--- config.mk ---
export PLATFORM = sky130hd
export DESIGN_NAME = frame_shifter
export DESIGN_NICKNAME = d
export VERILOG_FILES = /design/src/rtl/fss_pkg.sv /design/src/rtl/fss_bit_timer.sv /design/src/rtl/fss_shift_chain.sv /design/src/rtl/fss_frame_ctrl.sv /design/src/rtl/frame_shifter.sv
export SDC_FILE = /design/constraint.sdc
export NUM_CORES = 1
export LEC_CHECK = 0
export BUFFER_PORTS_ARGS = -buffer_cell sky130_fd_sc_hd__buf_2
export CAP_MARGIN = 15
export CORE_UTILIZATION = 30
export CTS_CLUSTER_DIAMETER = 120
export DETAILED_ROUTE_END_ITERATION = 12
export SYNTH_ARGS = -nofsm -noshare
export SYNTH_HDL_FRONTEND = slang
export SYNTH_HIERARCHICAL = 1
export SYNTH_SLANG_ARGS = --single-unit
export TNS_END_PERCENT = 100
--- constraint.sdc ---
create_clock -name clk -period 3.15 [get_ports clk]
set_clock_uncertainty 0.2 [all_clocks]
set_input_delay 0.63 -clock clk [delete_from_list [all_inputs] [get_ports clk]]
set_output_delay 0.63 -clock clk [all_outputs]
set_load 0.01 [all_outputs]
--- src/rtl/fss_pkg.sv ---
package fss_pkg;
  typedef enum logic [1:0] {
    ST_IDLE = 2'b00,
    ST_TX   = 2'b01,
    ST_RX   = 2'b10
  } fss_state_e;

  localparam logic [1:0] PAR_EVEN = 2'b01;
  localparam logic [1:0] PAR_ODD  = 2'b10;

  function automatic logic par_enabled(input logic [1:0] sel);
    return (sel == PAR_EVEN) || (sel == PAR_ODD);
  endfunction
endpackage

--- src/rtl/fss_bit_timer.sv ---
module fss_bit_timer #(
  parameter int unsigned DIV_W = 20
) (
  input  logic             clk,
  input  logic             rst_n,
  input  logic             run,
  input  logic             restart,
  input  logic [DIV_W-1:0] div,
  output logic             tick
);
  logic [DIV_W-1:0] cnt_q, cnt_d;

  always_comb begin
    tick = run && (cnt_q == div);
    if (restart || !run || tick) cnt_d = '0;
    else                         cnt_d = cnt_q + 1'b1;
  end

  always_ff @(posedge clk or negedge rst_n) begin
    if (!rst_n) cnt_q <= '0;
    else        cnt_q <= cnt_d;
  end
endmodule

--- src/rtl/fss_shift_chain.sv ---
module fss_shift_chain #(
  parameter int unsigned W = 11
) (
  input  logic         clk,
  input  logic         rst_n,
  input  logic         load,
  input  logic         shift,
  input  logic         ser_in,
  input  logic [W-1:0] load_val,
  output logic [W-1:0] q
);
  logic [W-1:0] d;

  for (genvar i = 0; i < W; i++) begin : g_bit
    logic from_left;
    if (i == W - 1) begin : g_end
      assign from_left = ser_in;
    end else begin : g_mid
      assign from_left = q[i+1];
    end
    always_comb begin
      if (load)       d[i] = load_val[i];
      else if (shift) d[i] = from_left;
      else            d[i] = q[i];
    end
  end

  always_ff @(posedge clk or negedge rst_n) begin
    if (!rst_n) q <= '1;
    else        q <= d;
  end
endmodule

--- src/rtl/fss_frame_ctrl.sv ---
module fss_frame_ctrl
  import fss_pkg::*;
#(
  parameter int unsigned CHAIN_W = 11
) (
  input  logic       clk,
  input  logic       rst_n,
  input  logic       load_req,
  input  logic       cap_req,
  input  logic       tick,
  input  logic       with_par,
  output fss_state_e state,
  output logic       accept_tx,
  output logic       accept_rx,
  output logic       last,
  output logic       done
);
  localparam int unsigned CNT_W = $clog2(CHAIN_W + 1);
  localparam logic [CNT_W-1:0] N_PAR   = CNT_W'(CHAIN_W);
  localparam logic [CNT_W-1:0] N_NOPAR = CNT_W'(CHAIN_W - 1);

  fss_state_e       state_q, state_d;
  logic [CNT_W-1:0] cnt_q, cnt_d;
  logic             done_d;
  logic [CNT_W-1:0] nbits;

  always_comb begin
    nbits     = with_par ? N_PAR : N_NOPAR;
    accept_tx = (state_q == ST_IDLE) && load_req;
    accept_rx = (state_q == ST_IDLE) && cap_req && !load_req;
    last      = (state_q != ST_IDLE) && tick && (cnt_q == nbits - 1'b1);
    state_d   = state_q;
    cnt_d     = cnt_q;
    done_d    = 1'b0;
    if (accept_tx) begin
      state_d = ST_TX;
      cnt_d   = '0;
    end else if (accept_rx) begin
      state_d = ST_RX;
      cnt_d   = '0;
    end else if (last) begin
      state_d = ST_IDLE;
      cnt_d   = '0;
      done_d  = 1'b1;
    end else if (tick) begin
      cnt_d = cnt_q + 1'b1;
    end
  end

  always_ff @(posedge clk or negedge rst_n) begin
    if (!rst_n) begin
      state_q <= ST_IDLE;
      cnt_q   <= '0;
      done    <= 1'b0;
    end else begin
      state_q <= state_d;
      cnt_q   <= cnt_d;
      done    <= done_d;
    end
  end

  assign state = state_q;
endmodule

--- src/rtl/frame_shifter.sv ---
module frame_shifter
  import fss_pkg::*;
#(
  parameter int unsigned DATA_W = 8,
  parameter int unsigned DIV_W  = 20
) (
  input  logic              clk,
  input  logic              rst_n,
  input  logic [DIV_W-1:0]  bit_div,
  input  logic [1:0]        par_sel,
  input  logic              load_req,
  input  logic [DATA_W-1:0] tx_data,
  input  logic              cap_req,
  input  logic              rx_line,
  output logic              tx_line,
  output logic              busy,
  output logic              done,
  output logic [DATA_W-1:0] rx_data,
  output logic              frame_err,
  output logic              par_err
);
  localparam int unsigned CHAIN_W = DATA_W + 3;

  fss_state_e        state;
  logic              accept_tx, accept_rx, last, tick;
  logic [1:0]        par_q;
  logic              par_on_q;
  logic [CHAIN_W-1:0] chain_q, load_val;
  logic              ser_in, par_bit;
  logic [DATA_W-1:0] rx_data_d;
  logic              start_s, par_s, odd_q;
  logic              ferr_d, perr_d, capture_end;

  // frame settings held for the whole frame
  always_ff @(posedge clk or negedge rst_n) begin
    if (!rst_n)                       par_q <= 2'b00;
    else if (accept_tx || accept_rx)  par_q <= par_sel;
  end

  assign par_on_q = par_enabled(par_q);
  assign odd_q    = (par_q == PAR_ODD);

  fss_frame_ctrl #(.CHAIN_W(CHAIN_W)) u_ctrl (
    .clk       (clk),
    .rst_n     (rst_n),
    .load_req  (load_req),
    .cap_req   (cap_req),
    .tick      (tick),
    .with_par  (par_on_q),
    .state     (state),
    .accept_tx (accept_tx),
    .accept_rx (accept_rx),
    .last      (last),
    .done      (done)
  );

  fss_bit_timer #(.DIV_W(DIV_W)) u_timer (
    .clk     (clk),
    .rst_n   (rst_n),
    .run     (state != ST_IDLE),
    .restart (accept_tx || accept_rx),
    .div     (bit_div),
    .tick    (tick)
  );

  // transmit image: stop, parity-or-stop, data, start
  always_comb begin
    par_bit  = (^tx_data) ^ (par_sel == PAR_ODD);
    load_val = {1'b1, (par_enabled(par_sel) ? par_bit : 1'b1), tx_data, 1'b0};
    ser_in   = (state == ST_RX) ? rx_line : 1'b0;
  end

  fss_shift_chain #(.W(CHAIN_W)) u_chain (
    .clk      (clk),
    .rst_n    (rst_n),
    .load     (accept_tx),
    .shift    (tick),
    .ser_in   (ser_in),
    .load_val (load_val),
    .q        (chain_q)
  );

  // receive result, taken from the chain as the last bit enters
  always_comb begin
    if (par_on_q) begin
      rx_data_d = chain_q[DATA_W+1:2];
      start_s   = chain_q[1];
      par_s     = chain_q[DATA_W+2];
    end else begin
      rx_data_d = chain_q[DATA_W+2:3];
      start_s   = chain_q[2];
      par_s     = 1'b0;
    end
    ferr_d      = start_s || !rx_line;
    perr_d      = par_on_q && (par_s != ((^rx_data_d) ^ odd_q));
    capture_end = last && (state == ST_RX);
  end

  always_ff @(posedge clk or negedge rst_n) begin
    if (!rst_n) begin
      rx_data   <= '0;
      frame_err <= 1'b0;
      par_err   <= 1'b0;
    end else if (capture_end) begin
      rx_data   <= rx_data_d;
      frame_err <= ferr_d;
      par_err   <= perr_d;
    end
  end

  assign tx_line = (state == ST_TX) ? chain_q[0] : 1'b1;
  assign busy    = (state != ST_IDLE);
endmodule

[After elaboration in Yosys (flattened, before gate mapping)]
Cells that the tools add are included.
Storage, ports and cells
  register bits: 50
  input bits: 35
  output and inout port bits: 13
  word-level logic and storage cells: 87
Cells by class
  add/sub/neg operators: 3
  eq/ne operators: 9
  multiplexer cells: 40
  bitwise logic cells: 2
  reductions and logical operators: 24
Operator list (number)
  1-bit 2-to-1 mux: 31
  20-bit by 1-bit adder with 20-bit output (second input constant): 1
  20-bit == test: 1
  20-bit 2-to-1 mux: 1
  4-bit 2-to-1 mux: 4
  8-bit parity: 2
  1-bit logical AND: 8
  8-bit 2-to-1 mux: 1
  2-bit by 1-bit == test with 1-bit output (second input constant): 3
  2-bit == test (second input constant): 3
  1-bit logical OR: 6
  2-bit 2-to-1 mux: 3
  4-bit by 1-bit adder with 4-bit output (second input constant): 1
  4-bit == test: 1
  2-bit nonzero test: 2
  4-bit nonzero test: 1
  4-bit by 1-bit subtractor with 4-bit output (second input constant): 1
  1-bit logical NOT: 3
  3-bit nonzero test: 1
  2-bit logical NOT: 1
  1-bit XOR: 2
  1-bit inequality test: 1

[Logic depth before layout (Yosys ltp)]
  depth in word-level cells: 9
  mapped depth: 11
  gate-level depth less buffers: 9

[By module]
The synthesis kept the hierarchy.
Modules (own cells, without submodules)
  fss_bit_timer: times used 1, cells each 122, area an instance 1161.1 um2, sequential area each 500.5 um2
  frame_shifter: times used 1, cells each 79, area an instance 802.0 um2, sequential area each 300.3 um2
  fss_shift_chain: times used 1, cells each 47, area an instance 516.7 um2, sequential area each 289.0 um2
  fss_frame_ctrl: times used 1, cells each 35, area an instance 381.6 um2, sequential area each 175.2 um2

[Worst setup path before layout]
Ideal clock, no wire load.
  path type: input to register
  from: input port bit_div[11]
  to: register frame_err
  setup time: 0.118 ns
  arrival time: 2.856 ns
  data required time: 2.832 ns
  slack: -0.024 ns
  stages: 9
  path buffers: 1
  cell sequence: xor2_1 > nor4_1 > nand4_1 > nor3_1 > nand2_1 > a2111oi_4 > nand3b_1 > clkbuf_1 > a21o_1
On the way
  longest elaborated chain between the ends: 5
Ends and longest elaborated chain
  from (decl): RTL line frame_shifter.sv:9  | input logic [DIV_W-1:0] bit_div,
  20-bit == test: RTL line fss_bit_timer.sv:14  | tick = run && (cnt_q == div);
  1-bit logical AND: RTL line fss_bit_timer.sv:14
  named net tick: RTL line frame_shifter.sv:25  | logic accept_tx, accept_rx, last, tick;
  1-bit logical AND (2 in series): RTL line fss_frame_ctrl.sv:31  | last = (state_q != ST_IDLE) && tick && (cnt_q == nbits - 1'b1);
  named net last: RTL line frame_shifter.sv:25
  1-bit logical AND: RTL line frame_shifter.sv:96  | capture_end = last && (state == ST_RX);
  to (signal assigned): RTL line frame_shifter.sv:106  | frame_err <= ferr_d;
  to (decl): RTL line frame_shifter.sv:19  | output logic frame_err,
The timed path passes the listed nets, and every way through them passes these cells.
A chain may end at the register's enable or synchronous reset.

[Worst setup path after layout]
  from: register u_timer.cnt_q[11]
  to: register u_ctrl.done
On the way
  longest elaborated chain between the ends: 7
Ends and longest elaborated chain
  from (decl): RTL line fss_bit_timer.sv:11  | logic [DIV_W-1:0] cnt_q, cnt_d;
  from (signal assigned): RTL line fss_bit_timer.sv:21  | else cnt_q <= cnt_d;
  20-bit == test: RTL line fss_bit_timer.sv:14
  1-bit logical AND: RTL line fss_bit_timer.sv:14
  named net tick: RTL line frame_shifter.sv:25
  1-bit logical AND (2 in series): RTL line fss_frame_ctrl.sv:31
  1-bit 2-to-1 mux: RTL line fss_frame_ctrl.sv:41  | end else if (last) begin
  1-bit 2-to-1 mux: RTL line fss_frame_ctrl.sv:38  | end else if (accept_rx) begin
  1-bit 2-to-1 mux: RTL line fss_frame_ctrl.sv:35  | if (accept_tx) begin
  named net u_ctrl.done_d: RTL line fss_frame_ctrl.sv:24  | logic done_d;
  to (signal assigned): RTL line fss_frame_ctrl.sv:58  | done <= done_d;
  to (decl): RTL line fss_frame_ctrl.sv:16  | output logic done
The timed path passes the listed nets, and every way through them passes these cells.

==> metrics.cfg <==
[cells_and_area]
antenna_cells = 0
area_growth_pct = 17.1
drive_above_1_share_pct = 23.7
final_net_count = 375
finalNonFillerCells = 466

[logic_synthesis]
synth_edf_count = 0
yosysWarningCount = 6
synth_fp_nets = 322
synth_cells = 283
async_flop_share_pct = 100
syn_area_per_cell_um2 = 10.1
synth-seq-cells = 50
ys_dominant_reg_cell = dfrtp_1
ys_seq_area_share_pct = 44.2
syn_area_mm2 = 0.00286
synth_cell_types = 42

[floorplanning]
coreArea_mm2 = 0.00924
start_util_pct = 31.0
die_h_um = 99.7
ios = 48
rows = 35
fp.dieW_um = 99.7
die_area_mm2 = 0.00993

[clocking]
clockBufferDepth = 2
clk_latency_ps = 300
clk_pin_slew_worst_paths_ps = 80
ctsHoldBuffers = 0
cts_buffers = 5
cts_resized = 0
cts_tree = built
root_buffer = clkbuf_8
clkSinkCount = 50
h-tree-depth = 2
post_cts_buffers = 0

[placed_design]
place.gp.congestion = 0.767
placed_cells = 458
dp_hpwl_mm = 4.47
portBuffers = 47

[worst_setup_path]
path_max_fanout = 6
worstReg2RegStart = u_timer/cnt_q[11]
startpoint = u_timer/cnt_q[11]
max_stage_delay_ps = 640
start_kind = flip-flop
worstPathRequired_ps = 3190
path_cells = xor2_1, nor4_1, nand4_1, nor3_2, nand2_1, a2111oi_0, buf_4
worstPathArrival_ps = 2630
crit_type = reg -> reg
crit_buf_inv = 1
end_kind = flip-flop
slowest_stage = a2111oi_0
cp_top_family = simple AND/OR/NAND/NOR gates

[grt]
antenna_found_initial = 0
overflow = 0
grt_max_degree = 51
grt_pass1_vias = 2245
groute.usage.overall_pct = 13.0
grt_pass1_wl_mm = 10.5

[sta]
max_freq_ghz = 0.385
timing.hold.ws_ps = 233
slew_headroom_pct = 46.7
rsz0062_at_grt = no
worst_slew_pin_slew_ps = 780
tns_ps = 0
setup-violations-final = 0
period_needed_ps = 2600
period_share_pct = 82.5
hold_viol_final = 0
slew_viol_final = 0

[detailed_routing]
drt_iter0_drc = 69
vias = 2144
drc = 0
finalWirelength_mm = 6.03
detail-route-antenna-nets = 0
wire_per_inst_um = 12.9
first_pass_iters = 4
vias_per_cell = 4.60

[job]
cap_violations = 0

[hold_path]
hp-class = in -> async

[power_and_ir_drop]
ir_drop_uv = 157
power_density_mw_per_mm2 = 338
leakagePower_nw = 1.57

[run_status]
status = complete, no violations

## cell usage in the layout, fill, tap and decap left out, drive strengths merged, types with 2 or more instances in the layout
master,n
dfrtp,39
dfstp,11
xnor3,3
nor3,6
o311ai,3
a2111oi,2
nand3b,2
nor4,4
conb,2
clkbuf,8
ha,4
nand3,10
nand2,30
nor2,27
o21ai,20
mux2i,22
inv,12
buf,55
xor2,38
xnor2,14
o21bai,2
and3,2
nand4,8
## area by class of cell
class                           instances  area, µm²
Clock buffer                            8       90.1
Timing Repair Buffer                   55        295
Tap cell                              129        161
Inverter                               12       45.0
Sequential cell                        50       1260
Multi-Input combinational cell        212       1500
Fill cell                             960       5890
## state kept, by name, summed over array words and instances, names as in the netlist
register and flops:
u_ctrl/done 1, u_timer/cnt_q 20, u_ctrl/state 2, u_chain/q 11, par_err 1, rx_data 8, par_q 2, u_ctrl/cnt_q 4
frame_err 1
## through the flow
| step | power, mW | util (%) | instance area [µm²] | setup slack, ps |
|---|---|---|---|---|
| after detailed placement | 0.766 | 35.3 | 3260 | 398 |
| after global placement | 0.765 | 35.3 | 3260 | 376 |
| final | 1.13 | 36.3 | 3350 | 551 |
| after floorplan | 0.716 | - | 2870 | 218 |
| after global routing | 1.18 | 36.3 | 3350 | 285 |
| after CTS | 1.15 | 36.3 | 3350 | 564 |
## worst register-to-register path: stages (launching register included)
cell and delay (ps):
dfrtp_1 460, xor2_1 190, nor4_1 270, nand4_1 210, nor3_2 230, nand2_1 120
a2111oi_0 640, buf_4 220
## synth_stat cells (all sizes together) (3+ instances only)
master | number | area (µm²)
o311ai | 3 | 33.8
nor2 | 27 | 101
mux2i | 22 | 220
nand3 | 10 | 50.1
xnor3 | 3 | 67.6
xnor2 | 14 | 123
nand2 | 30 | 113
clkbuf | 4 | 17.5
inv | 12 | 45.0
dfrtp | 39 | 976
nor4 | 4 | 25.0
nor3 | 6 | 30.0
ha | 4 | 50.1
o21ai | 20 | 100
buf | 5 | 43.8
nand4 | 8 | 50.1
xor2 | 38 | 333
dfstp | 11 | 289
## cell families after synthesis
| logic type | share of synthesized area, % |
|---|---|
| simple gates | 15.8 |
| flops | 44.2 |
| fa+ha+maj | 1.75 |
| other cells | 0.262 |
| buf+inv | 3.72 |
| compound gates | 7.87 |
| xor+xnor | 18.3 |
| mux | 8.09 |
## report_power, final
part / switching (mW) / leakage, nW / internal, mW
Combinational: 0.0496 / 0.890 / 0.0501
Clock: 0.201 / 0.0455 / 0.180
Sequential: 0.00571 / 0.632 / 0.646
## layer usage
metal	global-route usage, %	vias to the layer above	wire [µm]
met4	2.71	0	62
met1	16.7	1025	2860
met3	2.88	6	260
met5	0	-	0
met2	22.3	48	2850
li1	-	1065	-
## worst paths after layout
check,endpoint,slack [ps],depth (start not counted)
max,u_ctrl/done,550,7
min,par_q[0],230,2
max reg2reg,u_ctrl/done,550,7
min reg2reg,rx_data[3],280,2
max in group asynchronous,u_ctrl/state[1],2080,2
min in group clk,rx_data[3],280,2
Power figures use the tool's default switching activity.
